**config.mk**
```make
export PLATFORM = sky130hd
export DESIGN_NAME = blkmv_unit
export DESIGN_NICKNAME = d
export VERILOG_FILES = /design/src/rtl/blkmv_pkg.sv /design/src/rtl/blkmv_ptr_step.sv /design/src/rtl/blkmv_sub_flags.sv /design/src/rtl/blkmv_unit.sv
export SDC_FILE = /design/constraint.sdc
export NUM_CORES = 1
export LEC_CHECK = 0
export ABC_AREA = 0
export BUFFER_PORTS_ARGS = -buffer_cell sky130_fd_sc_hd__buf_2
export CAP_MARGIN = 25
export CORE_MARGIN = 3
export CORE_UTILIZATION = 47
export DETAILED_ROUTE_END_ITERATION = 6
export PLACE_DENSITY_LB_ADDON = 0.12
export SYNTH_ARGS = -nofsm -noshare
export SYNTH_HDL_FRONTEND = slang
export SYNTH_HIERARCHICAL = 1
export SYNTH_SLANG_ARGS = --single-unit
```
**constraint.sdc**
```tcl
create_clock -name clk -period 7.9 [get_ports clk]
set_clock_uncertainty 0.15 [all_clocks]
set_input_delay 2.37 -clock clk [delete_from_list [all_inputs] [get_ports clk]]
set_output_delay 2.37 -clock clk [all_outputs]
set_load 0.1 [all_outputs]
```
**src/rtl/blkmv_pkg.sv**
```systemverilog
package blkmv_pkg;

    typedef enum logic [2:0] {
        ST_IDLE   = 3'd0,
        ST_RD_SRC = 3'd1,
        ST_LATCH  = 3'd2,
        ST_COMMIT = 3'd3,
        ST_PAD    = 3'd4,
        ST_FINISH = 3'd5
    } blk_state_e;

    typedef struct packed {
        logic s;
        logic o;
        logic c;
        logic z;
    } blk_flags_t;

endpackage

```
**src/rtl/blkmv_ptr_step.sv**
```systemverilog
module blkmv_ptr_step #(
    parameter int DW = 8
) (
    input  logic [DW-1:0] hi_i,
    input  logic [DW-1:0] lo_i,
    input  logic          dec_i,
    output logic [DW-1:0] hi_o,
    output logic [DW-1:0] lo_o
);
    localparam logic [DW-1:0] ALL_ONES = {DW{1'b1}};
    localparam logic [DW-1:0] ONE      = {{(DW-1){1'b0}}, 1'b1};

    logic lo_edge;

    always_comb begin
        lo_edge = dec_i ? (lo_i == '0) : (lo_i == ALL_ONES);
        if (dec_i) begin
            lo_o = lo_i - ONE;
            hi_o = lo_edge ? hi_i - ONE : hi_i;
        end else begin
            lo_o = lo_i + ONE;
            hi_o = lo_edge ? hi_i + ONE : hi_i;
        end
    end
endmodule

```
**src/rtl/blkmv_sub_flags.sv**
```systemverilog
module blkmv_sub_flags
    import blkmv_pkg::*;
#(
    parameter int DW = 8
) (
    input  logic [DW-1:0] lhs_i,
    input  logic [DW-1:0] rhs_i,
    output blk_flags_t    flg_o
);
    logic [DW:0] wide;

    always_comb begin
        wide    = {1'b0, lhs_i} - {1'b0, rhs_i};
        flg_o.z = (wide[DW-1:0] == '0);
        flg_o.c = wide[DW];
        flg_o.s = wide[DW-1];
        flg_o.o = (lhs_i[DW-1] != rhs_i[DW-1]) && (wide[DW-1] != lhs_i[DW-1]);
    end
endmodule

```
**src/rtl/blkmv_unit.sv**
```systemverilog
module blkmv_unit
    import blkmv_pkg::*;
#(
    parameter int DW          = 8,
    parameter int SLOT_CYCLES = 4
) (
    input  logic            clk,
    input  logic            rst_n,
    input  logic            start,
    input  logic [1:0]      op,
    input  logic [DW-1:0]   a_i,
    input  logic [DW-1:0]   x_i,
    input  logic [DW-1:0]   b_i,
    input  logic [DW-1:0]   y_i,
    input  logic [3:0]      flg_i,
    output logic [DW-1:0]   a_o,
    output logic [DW-1:0]   x_o,
    output logic [DW-1:0]   b_o,
    output logic [DW-1:0]   y_o,
    output logic [3:0]      flg_o,
    output logic            busy,
    output logic            done,
    output logic [2*DW-1:0] mem_addr,
    output logic            mem_rd,
    output logic            mem_wr,
    output logic [DW-1:0]   mem_wdata,
    input  logic [DW-1:0]   mem_rdata
);
    localparam int TOTAL = 4 * SLOT_CYCLES;
    localparam int CW    = $clog2(TOTAL + 1);
    localparam logic [CW-1:0] LAST_PAD = CW'(TOTAL - 2);

    blk_state_e state_q, state_d;
    logic [CW-1:0] cyc_q;
    logic          is_cmp_q, is_dec_q;
    logic [DW-1:0] a_q, x_q, b_q, y_q, src_q;
    blk_flags_t    flg_q, cmp_flg;
    logic          accept;

    logic [DW-1:0] hi_cur [2];
    logic [DW-1:0] lo_cur [2];
    logic [DW-1:0] hi_nx  [2];
    logic [DW-1:0] lo_nx  [2];

    assign hi_cur[0] = a_q;
    assign lo_cur[0] = x_q;
    assign hi_cur[1] = b_q;
    assign lo_cur[1] = y_q;

    generate
        for (genvar p = 0; p < 2; p++) begin : g_ptr
            blkmv_ptr_step #(.DW(DW)) u_step (
                .hi_i  (hi_cur[p]),
                .lo_i  (lo_cur[p]),
                .dec_i (is_dec_q),
                .hi_o  (hi_nx[p]),
                .lo_o  (lo_nx[p])
            );
        end
    endgenerate

    blkmv_sub_flags #(.DW(DW)) u_flags (
        .lhs_i (src_q),
        .rhs_i (mem_rdata),
        .flg_o (cmp_flg)
    );

    assign accept = start && (state_q == ST_IDLE);

    // next-state logic
    always_comb begin
        state_d = state_q;
        unique case (state_q)
            ST_IDLE:   if (start) state_d = ST_RD_SRC;
            ST_RD_SRC: state_d = ST_LATCH;
            ST_LATCH:  state_d = ST_COMMIT;
            ST_COMMIT: state_d = (cyc_q == LAST_PAD) ? ST_FINISH : ST_PAD;
            ST_PAD:    state_d = (cyc_q == LAST_PAD) ? ST_FINISH : ST_PAD;
            ST_FINISH: state_d = ST_IDLE;
            default:   state_d = ST_IDLE;
        endcase
    end

    // state register
    always_ff @(posedge clk) begin
        if (!rst_n) begin
            state_q <= ST_IDLE;
            cyc_q   <= '0;
        end else begin
            state_q <= state_d;
            cyc_q   <= (state_q == ST_IDLE) ? '0 : cyc_q + 1'b1;
        end
    end

    // datapath registers
    always_ff @(posedge clk) begin
        if (!rst_n) begin
            a_q      <= '0;
            x_q      <= '0;
            b_q      <= '0;
            y_q      <= '0;
            src_q    <= '0;
            flg_q    <= '0;
            is_cmp_q <= 1'b0;
            is_dec_q <= 1'b0;
        end else if (accept) begin
            a_q      <= a_i;
            x_q      <= x_i;
            b_q      <= b_i;
            y_q      <= y_i;
            flg_q    <= flg_i;
            is_cmp_q <= op[1];
            is_dec_q <= op[0];
        end else if (state_q == ST_LATCH) begin
            src_q <= mem_rdata;
        end else if (state_q == ST_COMMIT) begin
            a_q <= hi_nx[0];
            x_q <= lo_nx[0];
            b_q <= hi_nx[1];
            y_q <= lo_nx[1];
            if (is_cmp_q) flg_q <= cmp_flg;
        end
    end

    // outputs
    always_comb begin
        busy      = (state_q != ST_IDLE);
        done      = (state_q == ST_FINISH);
        mem_rd    = 1'b0;
        mem_wr    = 1'b0;
        mem_addr  = {b_q, y_q};
        mem_wdata = src_q;
        unique case (state_q)
            ST_RD_SRC: begin
                mem_rd   = 1'b1;
                mem_addr = {a_q, x_q};
            end
            ST_LATCH:  mem_rd = is_cmp_q;
            ST_COMMIT: mem_wr = !is_cmp_q;
            default: ;
        endcase
        a_o   = a_q;
        x_o   = x_q;
        b_o   = b_q;
        y_o   = y_q;
        flg_o = flg_q;
    end

    // checker state, captured from the ports at acceptance
    logic [CW-1:0]   chk_cnt;
    logic            chk_cmp, chk_dec;
    logic [3:0]      chk_flg;
    logic [2*DW-1:0] chk_src, chk_dst;
    logic [1:0]      chk_wr;

    always_ff @(posedge clk) begin
        if (!rst_n) begin
            chk_cnt <= '0;
            chk_cmp <= 1'b0;
            chk_dec <= 1'b0;
            chk_flg <= '0;
            chk_src <= '0;
            chk_dst <= '0;
            chk_wr  <= '0;
        end else if (start && !busy) begin
            chk_cnt <= '0;
            chk_cmp <= op[1];
            chk_dec <= op[0];
            chk_flg <= flg_i;
            chk_src <= {a_i, x_i};
            chk_dst <= {b_i, y_i};
            chk_wr  <= '0;
        end else begin
            if (chk_cnt != '1) chk_cnt <= chk_cnt + 1'b1;
            if (mem_wr && chk_wr != 2'd3) chk_wr <= chk_wr + 1'b1;
        end
    end

    AST_DONE_SINGLE: assert property (@(posedge clk) disable iff (!rst_n)
        done |=> !done);
    AST_DONE_LATENCY: assert property (@(posedge clk) disable iff (!rst_n)
        done |-> chk_cnt == CW'(TOTAL - 1));
    AST_RW_EXCL: assert property (@(posedge clk) disable iff (!rst_n)
        !(mem_rd && mem_wr));
    AST_IDLE_QUIET: assert property (@(posedge clk) disable iff (!rst_n)
        !busy |-> (!mem_rd && !mem_wr));
    AST_CMP_NO_WRITE: assert property (@(posedge clk) disable iff (!rst_n)
        mem_wr |-> !chk_cmp);
    AST_COPY_ONE_WRITE: assert property (@(posedge clk) disable iff (!rst_n)
        (done && !chk_cmp) |-> chk_wr == 2'd1);
    AST_COPY_FLAGS: assert property (@(posedge clk) disable iff (!rst_n)
        (done && !chk_cmp) |-> flg_o == chk_flg);
    AST_INC_STEP: assert property (@(posedge clk) disable iff (!rst_n)
        (done && !chk_dec) |-> ({a_o, x_o} == chk_src + 1'b1 && {b_o, y_o} == chk_dst + 1'b1));
    AST_DEC_STEP: assert property (@(posedge clk) disable iff (!rst_n)
        (done && chk_dec) |-> ({a_o, x_o} == chk_src - 1'b1 && {b_o, y_o} == chk_dst - 1'b1));
endmodule

```
---- Word-level counts from Yosys, hierarchy flattened ----
Index checks and enable logic that the tools add are counted.
storage, ports and cells
  flip-flop bits (word level) ............. 54
  output and inout bits ................... 64
  input bits .............................. 49
  word-level logic and storage cells ...... 88
cells by class
  bitwise logic cells ..................... 2
  reduce and logical (&&, ||, !) cells .... 19
  add/sub/neg operators ................... 10
  eq/ne operators ......................... 12
  muxes and demuxes ....................... 32
operators with widths
  kind                                               number
  two-way mux 8 bit                                  20
  adder 8 x 1 -> 8 bit (second input constant)       4
  subtractor 8 x 1 -> 8 bit (second input constant)  4
  logical NOT 8 bit                                  3
  == test 8 bit (second input constant)              2
  two-way mux 16 bit                                 1
  two-way mux 4 bit                                  4
  case mux 3 bit (4 select lines)                    1
  AND reduction 3 bit                                3
  subtractor 8 x 8 -> 9 bit                          1
  nonzero test 2 bit                                 4
  == test 3 x 2 -> 1 bit (second input constant)     2
  == test 3 bit (second input constant)              2
  adder 5 x 1 -> 5 bit (second input constant)       1
  == test 5 x 4 -> 1 bit (second input constant)     1
  two-way mux 1 bit                                  4
  != test 2 bit (second input constant)              2
  AND reduction 2 bit                                2
  OR reduction 2 bit                                 2
  == test 3 x 1 -> 1 bit (second input constant)     1
  logical NOT 3 bit                                  1
  two-way mux 3 bit                                  1
  nonzero test 3 bit                                 1
  logical AND 1 bit                                  2
  4 further kinds                                    6

---- Depth between registers and ports, before layout ----
Gate-level depths: netlist (run 1).
  word-level depth ........................ 7
  mapped depth ............................ 10

---- Hierarchy ----
The synthesis (run 1) kept the hierarchy.
by module, submodules not included
  module                             instances  cells an instance  area each (um2)
  blkmv_unit                         1          265                2,544.9
  blkmv_ptr_step at g_ptr[0].u_step  1          93                 671.9
  blkmv_ptr_step at g_ptr[1].u_step  1          86                 631.9
  blkmv_sub_flags                    1          59                 392.9

---- Least setup slack after synthesis (run 1) ----
OpenSTA, ideal clock, no wires.
  kind .................................... register -> output
  start ................................... register state_q[1]
  end ..................................... output port mem_wr
  cell stages (with the launch flop) ...... 5
  setup slack ............................. 3.148 ns
  path buffers ............................ 2
  data required time ...................... 5.380 ns
  arrival time ............................ 2.232 ns
  path through ............................ dfxtp_1 -> buf_4 -> nand3b_1 -> buf_2 -> nor2_1
on the way
  word-level cells in the longest chain between the ends .. 2
ends and longest elaborated chain
  item                    RTL line           text
  from (decl)             blkmv_unit.sv:33   blk_state_e state_q, state_d;
  from (signal assigned)  blkmv_unit.sv:90   state_q <= state_d;
  == test 3 x 2 -> 1 bit  blkmv_unit.sv:133  unique case (state_q)
  two-way mux 1 bit       blkmv_unit.sv:133
  to (decl)               blkmv_unit.sv:25   output logic mem_wr,
Every way passes these cells.

---- Final worst setup path (run 1) ----
  start ................................... register state_q[0]
  end ..................................... output port mem_addr[6]
on the way
  word-level cells in the longest chain between the ends .. 2
ends and longest elaborated chain
  item                    RTL line           text
  == test 3 x 1 -> 1 bit  blkmv_unit.sv:133
  two-way mux 16 bit      blkmv_unit.sv:133
  to (decl)               blkmv_unit.sv:23   output logic [2*DW-1:0] mem_addr,
Every way passes these cells.

==> Implementation_results.wiki, run 1 <==
{| class="wikitable"
! Metric !! Value
|-
| Overflow left after global routing || 0
|-
| Core Box Area || 8760 um^2
|-
| Final hold viol count || 0
|-
| Effective utilization at floorplan || 48.4%
|-
| Transition time of the tightest slew-check pin || 1.05 ns
|-
| Delay contributed by the slowest stage of the critical path || 0.86 ns
|-
| Half-perimeter wire length after placement || 8520 um
|-
| Placed Cells || 698
|-
| Worst rel slew slack || 30.3%
|-
| Share of power burned in combinational logic || 54.0%
|-
| Cts-stage hold buffer count || 0
|-
| Vias || 4182
|-
| Result of the run || finished clean
|-
| Switching power || 658 uW
|-
| CP cell instances || nor3b_4 > mux2_2 > buf_2
|-
| Number of standard cells after synthesis || 503
|-
| Post-CTS repair timing setup buffer count || 0
|-
| CP max FO || 17
|-
| Number of violations of the max-capacitance limit || 0
|-
| Antenna diode count || 0
|-
| Top delay family on crit path || simple AND/OR/NAND/NOR gates
|-
| Post-DRT Antenna Nets || 0
|-
| Count of cells resized by post-cts repair || 0
|-
| Worst setup path class || reg -> out
|-
| Final Cycle Share || 63.3%
|-
| Portion of total power attributed to the clock network || 15.1%
|-
| Syn. warnings || 6
|-
| Via density per instance || 5.92
|-
| Number of synthesized register bits || 54
|-
| Syn_area_per_cell || 8.43 um^2
|-
| Summed negative setup slack over all endpoints || 0 ns
|-
| Wire length of the first global-routing pass || 19500 um
|-
| Total routing usage reported by global routing || 23.6%
|-
| Critical Path Sink Type || primary output
|-
| Count of H-tree levels built during CTS || 2
|-
| Fin cells || 706
|-
| Instance count along the most critical hold path || 1
|-
| First drt pass iteration count || 4
|-
| Peak clock frequency supported by timing || 200 MHz
|-
| Class of the tightest hold or removal check || reg -> reg
|-
| Number of DRC markers after the initial detailed-route iteration || 233
|-
| Data required, critical path || 5.38 ns
|-
| Internal Pwr Total || 553 uW
|-
| Buffer levels on the longest clock path || 2
|-
| Data arrival time of the worst path || 2.48 ns
|-
| Die height || 101 um
|-
| Post-detailed-route wirelength per cell || 17.3 um
|-
| Area Growth Syn to Fin || 16.0%
|-
| Final period demand of the worst path || 5.00 ns
|-
| Switching Fraction || 54.3%
|-
| Startpoint kind of the worst setup timing path || register
|-
| Final Wtd Congestion || 0.867
|-
| DRC violation count after routing || 0
|-
| Power per Cell Area || 246 nW/um^2
|-
| Port buffer count || 112
|-
| Largest voltage drop on the vdd net || 156 uV
|-
| Cell with the most instances after synthesis || sky130_fd_sc_hd__nor2_1
|-
| Vias in the first global route || 3876
|-
| Number of clock buffers inserted by TritonCTS || 5
|-
| Most used standard cells in the synthesized netlist || sky130_fd_sc_hd__nor2_1, sky130_fd_sc_hd__dfxtp_1, sky130_fd_sc_hd__nor3_1, sky130_fd_sc_hd__inv_1, sky130_fd_sc_hd__ha_1
|-
| Clock Tree Root || sky130_fd_sc_hd__clkbuf_8
|-
| Relative contribution of sequential cells to total power || 30.9%
|-
| Later-pin clock latency in the skew report || 0.31 ns
|-
| CTS tree || done
|-
| Worst Reg2Reg Path Length in Cells || 8
|-
| Dominant cell type by area after synthesis || sky130_fd_sc_hd__dfxtp_1
|-
| Pin count of the biggest net entering global routing || 51
|-
| Net count after synthesis || 581
|-
| Count of distinct cell types in the synthesized netlist || 67
|-
| Net count of the finished layout || 675
|-
| Initial antenna violation count || 0
|-
| Part of the Yosys area used for sequential elements || 25.5%
|-
| Yosys top cell area share || 25.5%
|-
| Area contributors post-synth || sky130_fd_sc_hd__dfxtp_1, sky130_fd_sc_hd__ha_1, sky130_fd_sc_hd__nor2_1, sky130_fd_sc_hd__nor3_1, sky130_fd_sc_hd__mux2_2
|-
| Clock slew at the register clock pins of the worst setup and hold paths || 0.09 ns
|-
| IO Count || 113
|-
| Die Span X || 101 um
|-
| Total design power || 1.21 mW
|-
| Buf/Inv on CP || 1
|-
| Final Max Tran Viols || 0
|-
| Setup repair after global routing missed its margin || no
|-
| Layout cells sized above 1 || 28.3%
|-
| Site row count || 34
|-
| Post-synth ARST share || 0%
|-
| Detailed Route WL || 12200 um
|-
| # setup viols final || 0
|-
| Most used flip-flop cell after synthesis || sky130_fd_sc_hd__dfxtp_1
|-
| Leakage dissipation || 2.15 nW
|-
| Post-synth EDFFs || 0
|-
| CP max-delay cell || sky130_fd_sc_hd__nor3b_4
|-
| Overall die area || 10200 um^2
|-
| Total number of clock tree sinks || 54
|-
| Crit path depth || 3
|-
| Cell area after synthesis || 4240 um^2
|}
## cell type report
type	count	area, um^2
clock buffers	8	110
well taps	108	135
repair buffers	116	591
inverters	30	113
multi-input cells	390	2890
fillers	872	3840
flip-flops and latches	54	1080
## cells by family after synthesis
kind of cell             synth area share, %
AO/OA/AOI/OAI                           19.2
XOR/XNOR                                6.40
adder cells (fa/ha/maj)                 9.09
buffers and inverters                   6.43
flip-flops                              25.5
multiplexers                            7.37
AND/OR/NAND/NOR                         26.0
## placed cells by master (no fill, tap or decap), types with 3 or more instances in the layout
cell                       count
sky130_fd_sc_hd__nand3_1      11
sky130_fd_sc_hd__a21oi_1      13
sky130_fd_sc_hd__inv_1        30
sky130_fd_sc_hd__nand4_1       4
sky130_fd_sc_hd__nand2b_1      6
sky130_fd_sc_hd__nor2b_1      12
sky130_fd_sc_hd__o221ai_2     10
sky130_fd_sc_hd__nand2_1      24
sky130_fd_sc_hd__buf_2       112
sky130_fd_sc_hd__o211ai_1      3
sky130_fd_sc_hd__mux2i_1      11
sky130_fd_sc_hd__xor2_1        8
sky130_fd_sc_hd__o21ai_0       9
sky130_fd_sc_hd__fa_1          3
sky130_fd_sc_hd__nor2_1       62
sky130_fd_sc_hd__and4b_1       3
sky130_fd_sc_hd__buf_4         4
sky130_fd_sc_hd__nor4_1        3
sky130_fd_sc_hd__and3_1        3
sky130_fd_sc_hd__o31ai_1       4
sky130_fd_sc_hd__o221ai_1     23
sky130_fd_sc_hd__mux2_2       18
sky130_fd_sc_hd__clkbuf_8      8
sky130_fd_sc_hd__nand3b_1      3
sky130_fd_sc_hd__ha_1         26
sky130_fd_sc_hd__a31oi_1       5
sky130_fd_sc_hd__o21a_1        6
sky130_fd_sc_hd__nor3_1       43
sky130_fd_sc_hd__o22ai_1       7
sky130_fd_sc_hd__dfxtp_1      54
sky130_fd_sc_hd__xnor2_1      23
## metal layers
| metal | up-vias | routed length [um] | track usage [%] |
|---|---|---|---|
| met5 | - | 0 | 0 |
| met4 | 0 | 88 | 4.09 |
| met3 | 7 | 855 | 3.46 |
| met2 | 153 | 5640 | 38.3 |
| met1 | 1988 | 5600 | 33.6 |
| li1 | 2034 | - | - |
## through the flow
stage	hold slack (ns)	setup slack, ns	cell area [um^2]	util (%)
final	0.323	2.90	4920	56.2
after detailed placement	0.307	3.26	4810	54.9
after global placement	0.294	3.35	4810	54.9
after CTS	0.330	2.90	4920	56.2
after global routing	0.352	2.78	4920	56.2
after floorplan	0.280	3.15	4240	-
## worst paths after layout
path              start           to  slack, ns
max          state_q[0]  mem_addr[6]       2.90
min            cyc_q[0]     cyc_q[0]       0.32
max reg2reg    is_dec_q       y_o[6]       5.02
min reg2reg    cyc_q[0]     cyc_q[0]       0.32
## worst reg2reg max path: cells and delay by family, from the launching register on
family | cells | cell delay (ns)
compound gates | 4 | 0.88
flops | 1 | 0.80
buf+inv | 1 | 0.37
fa+ha+maj | 1 | 0.33
simple gates | 2 | 0.29
## registers in the layout, summed over array words and instances, names as in the netlist
| register | flops |
|---|---|
| cyc_q | 5 |
| flg_o | 4 |
| x_o | 8 |
| mem_wdata | 8 |
| is_cmp_q | 1 |
| b_o | 8 |
| y_o | 8 |
| a_o | 8 |
| state_q | 3 |
| is_dec_q | 1 |
## power groups by stage
stage / Clock (mW) / Sequential, mW / Combinational (mW)
final: 0.183 / 0.374 / 0.654
after global routing: 0.195 / 0.379 / 0.694
after CTS: 0.187 / 0.372 / 0.653
after detailed placement: 0 / 0.379 / 0.650
after global placement: 0 / 0.377 / 0.642
after floorplan: 0 / 0.558 / 0.359
(Power assumes the default switching activity.)
==> inputs of run 2 (changes only) <==
--- a/config.mk
+++ b/config.mk
@@ -5,7 +5,7 @@
 export SDC_FILE = /design/constraint.sdc
 export NUM_CORES = 1
 export LEC_CHECK = 0
-export ABC_AREA = 0
+export ABC_AREA = 1
 export BUFFER_PORTS_ARGS = -buffer_cell sky130_fd_sc_hd__buf_2
 export CAP_MARGIN = 25
 export CORE_MARGIN = 3
==> constraint.sdc (replaced) <==
create_clock -name clk -period 5.06 [get_ports clk]
set_clock_uncertainty 0.15 [all_clocks]
set_input_delay 1.518 -clock clk [delete_from_list [all_inputs] [get_ports clk]]
set_output_delay 1.518 -clock clk [all_outputs]
set_load 0.1 [all_outputs]
==> run 2 against run 1 <==
Register-to-register slack got worse by 2.7 ns. Synthesized area grew 2.4%. Sequential share of layout area shrank 0.38 points. Sequential cell count is the same. Final cell count increased by 21%. Synthesized cell count rose by 29%. Critical path type unchanged. Largest cell class unchanged.
==> Implementation_results.wiki, run 2 <==
{| class="wikitable"
! Metric !! Value
|-
| Result of the run || finished clean
|-
| CP cell instances || inv_1 > nor2_4 > nand2_2 > o21ai_0 > buf_2
|-
| First drt pass iteration count || 5
|-
| Net count after synthesis || 725
|-
| Buffer levels on the longest clock path || 2
|-
| Number of clock buffers inserted by TritonCTS || 5
|-
| Most used flip-flop cell after synthesis || sky130_fd_sc_hd__dfxtp_1
|-
| Antenna diode count || 0
|-
| Number of violations of the max-capacitance limit || 0
|-
| Total design power || 2.20 mW
|-
| Port buffer count || 112
|-
| Initial antenna violation count || 0
|-
| Critical Path Sink Type || primary output
|-
| Area contributors post-synth || sky130_fd_sc_hd__dfxtp_1, sky130_fd_sc_hd__nand2_1, sky130_fd_sc_hd__nor2_1, sky130_fd_sc_hd__ha_1, sky130_fd_sc_hd__inv_1
|-
| DRC violation count after routing || 0
|-
| Vias || 4461
|-
| Dominant cell type by area after synthesis || sky130_fd_sc_hd__dfxtp_1
|-
| Final hold viol count || 0
|-
| Pin count of the biggest net entering global routing || 43
|-
| Area Growth Syn to Fin || 15.3%
|-
| Effective utilization at floorplan || 49.1%
|-
| Final hold slack || 0.324 ns
|-
| Half-perimeter wire length after placement || 8190 um
|-
| Peak clock frequency supported by timing || 271 MHz
|-
| Die Span X || 102 um
|-
| Worst rel slew slack || 39.4%
|-
| Detailed Route WL || 11400 um
|-
| Startpoint kind of the worst setup timing path || register
|-
| Total number of clock tree sinks || 54
|-
| Cell with the most instances after synthesis || sky130_fd_sc_hd__nand2_1
|-
| Reg-to-reg setup timing slack || 2.28 ns
|-
| Summed negative setup slack over all endpoints || 0 ns
|-
| Layout Utilization || 56.6%
|-
| Buf/Inv on CP || 2
|-
| Class of the tightest hold or removal check || reg -> reg
|-
| CP max-delay cell || sky130_fd_sc_hd__dfxtp_1
|-
| Data arrival time of the worst path || 2.02 ns
|-
| Transition time of the tightest slew-check pin || 0.908 ns
|-
| Count of cells resized by post-cts repair || 0
|-
| Syn_area_per_cell || 6.71 um^2
|-
| # setup viols final || 0
|-
| Power per Cell Area || 439 nW/um^2
|-
| Post-CTS repair timing setup buffer count || 0
|-
| Part of the Yosys area used for sequential elements || 24.9%
|-
| Count of H-tree levels built during CTS || 2
|-
| CTS tree || done
|-
| Number of synthesized register bits || 54
|-
| Clock slew at the register clock pins of the worst setup and hold paths || 0.10 ns
|-
| Post-DRT Antenna Nets || 0
|-
| Final Cycle Share || 72.8%
|-
| Worst Setup Slack post-DPL || 1.30 ns
|-
| Site row count || 34
|-
| Clock Tree Root || sky130_fd_sc_hd__clkbuf_8
|-
| Setup repair after global routing missed its margin || no
|-
| Syn. warnings || 6
|-
| Top delay family on crit path || buffers and inverters
|-
| Data required, critical path || 3.39 ns
|-
| Total routing usage reported by global routing || 21.8%
|-
| Number of DRC markers after the initial detailed-route iteration || 180
|-
| Post-synth EDFFs || 0
|-
| Later-pin clock latency in the skew report || 0.30 ns
|-
| Delay contributed by the slowest stage of the critical path || 0.45 ns
|-
| Cell area after synthesis || 4340 um^2
|-
| Commonest non-fill, non-tap cells in the layout || sky130_fd_sc_hd__nand2_1, sky130_fd_sc_hd__buf_2, sky130_fd_sc_hd__nor2_1
|-
| CP max FO || 10
|-
| Post-detailed-route wirelength per cell || 13.3 um
|-
| Overflow left after global routing || 0
|-
| Overall die area || 10400 um^2
|-
| Worst setup path class || reg -> out
|-
| Count of distinct cell types in the synthesized netlist || 45
|-
| Final period demand of the worst path || 3.68 ns
|-
| Leading cell type in the layout, fill and taps excluded || sky130_fd_sc_hd__nand2_1
|-
| Post-synth ARST share || 0%
|-
| Number of standard cells after synthesis || 647
|-
| Cts-stage hold buffer count || 0
|-
| Wire length of the first global-routing pass || 18500 um
|-
| Slack of the critical path || 1.38 ns
|-
| Die height || 102 um
|-
| Leakage dissipation || 2.65 nW
|-
| Yosys top cell area share || 24.9%
|-
| Layout cells sized above 1 || 22.7%
|-
| Net count of the finished layout || 825
|-
| Core Box Area || 8850 um^2
|-
| Vias in the first global route || 4005
|-
| Most used standard cells in the synthesized netlist || sky130_fd_sc_hd__nand2_1, sky130_fd_sc_hd__nor2_1, sky130_fd_sc_hd__inv_1, sky130_fd_sc_hd__dfxtp_1, sky130_fd_sc_hd__o21ai_0
|-
| Largest voltage drop on the vdd net || 338 uV
|-
| Via density per instance || 5.21
|-
| IO Count || 113
|-
| Final Wtd Congestion || 0.822
|-
| Final Max Tran Viols || 0
|}
## run 2: cell types whose count changed after synthesis, moves of 11 or more
cell | before | now
sky130_fd_sc_hd__nand2_2 | 0 | 14
sky130_fd_sc_hd__o221ai_1 | 23 | 0
sky130_fd_sc_hd__o21ai_0 | 9 | 39
sky130_fd_sc_hd__mux2i_1 | 11 | 0
sky130_fd_sc_hd__nand3_1 | 11 | 38
sky130_fd_sc_hd__nand2_1 | 24 | 128
sky130_fd_sc_hd__nor2_1 | 62 | 99
sky130_fd_sc_hd__xnor2_1 | 23 | 5
sky130_fd_sc_hd__inv_1 | 30 | 63
sky130_fd_sc_hd__nor2b_1 | 12 | 0
sky130_fd_sc_hd__a21oi_1 | 13 | 26
## run 2: report_power, final
| group | internal [mW] | switching (mW) |
|---|---|---|
| registers | 0.488 | 0.104 |
| logic | 0.286 | 1.03 |
| clock network | 0.148 | 0.144 |
## run 2: metrics by stage
| stage | cell area (um^2) | std cells |
|---|---|---|
| global placement | 4900 | 848 |
| global route | 5010 | 856 |
| floorplan | 4340 | 647 |
| detailed placement | 4900 | 848 |
| CTS | 5010 | 856 |
| finish | 5010 | 856 |
## run 2: layout make-up
cell class / count / area, um^2
clock inverter: 1 / 30.0
tap: 108 / 135
sequential: 54 / 1080
timing repair buffer: 114 / 576
clock buffer: 7 / 76.3
inverter: 68 / 255
fill: 881 / 3840
multi-input combinational: 504 / 2860
## run 2: worst paths after layout
check / startpoint / end / cells past startpoint
worst min register to register: cyc_q[0] / cyc_q[0] / 1
worst max-delay path: state_q[1] / mem_rd / 5
worst max register to register: state_q[0] / y_o[1] / 5
worst min-delay path: cyc_q[0] / cyc_q[0] / 1
## run 2: logic make-up (layout without fill, tap and decap cells)
group / count (synthesis) / count (layout) / synth area share (%)
AND/OR/NAND/NOR: 358 / 358 / 38.2
buffers and inverters: 89 / 190 / 9.36
AO/OA/AOI/OAI: 84 / 84 / 10.8
flip-flops: 54 / 54 / 24.9
adder cells (fa/ha/maj): 29 / 29 / 8.87
XOR/XNOR: 17 / 17 / 3.77
multiplexers: 16 / 16 / 4.15
## run 2: layer usage
metal / GRT usage, % / part of all wire [%] / up-vias
met5: 0 / 0 / -
met4: 6.05 / 0.81 / 0
met3: 3.14 / 5.7 / 6
met2: 36.3 / 45 / 129
met1: 29.5 / 48 / 2008
li1: - / - / 2318
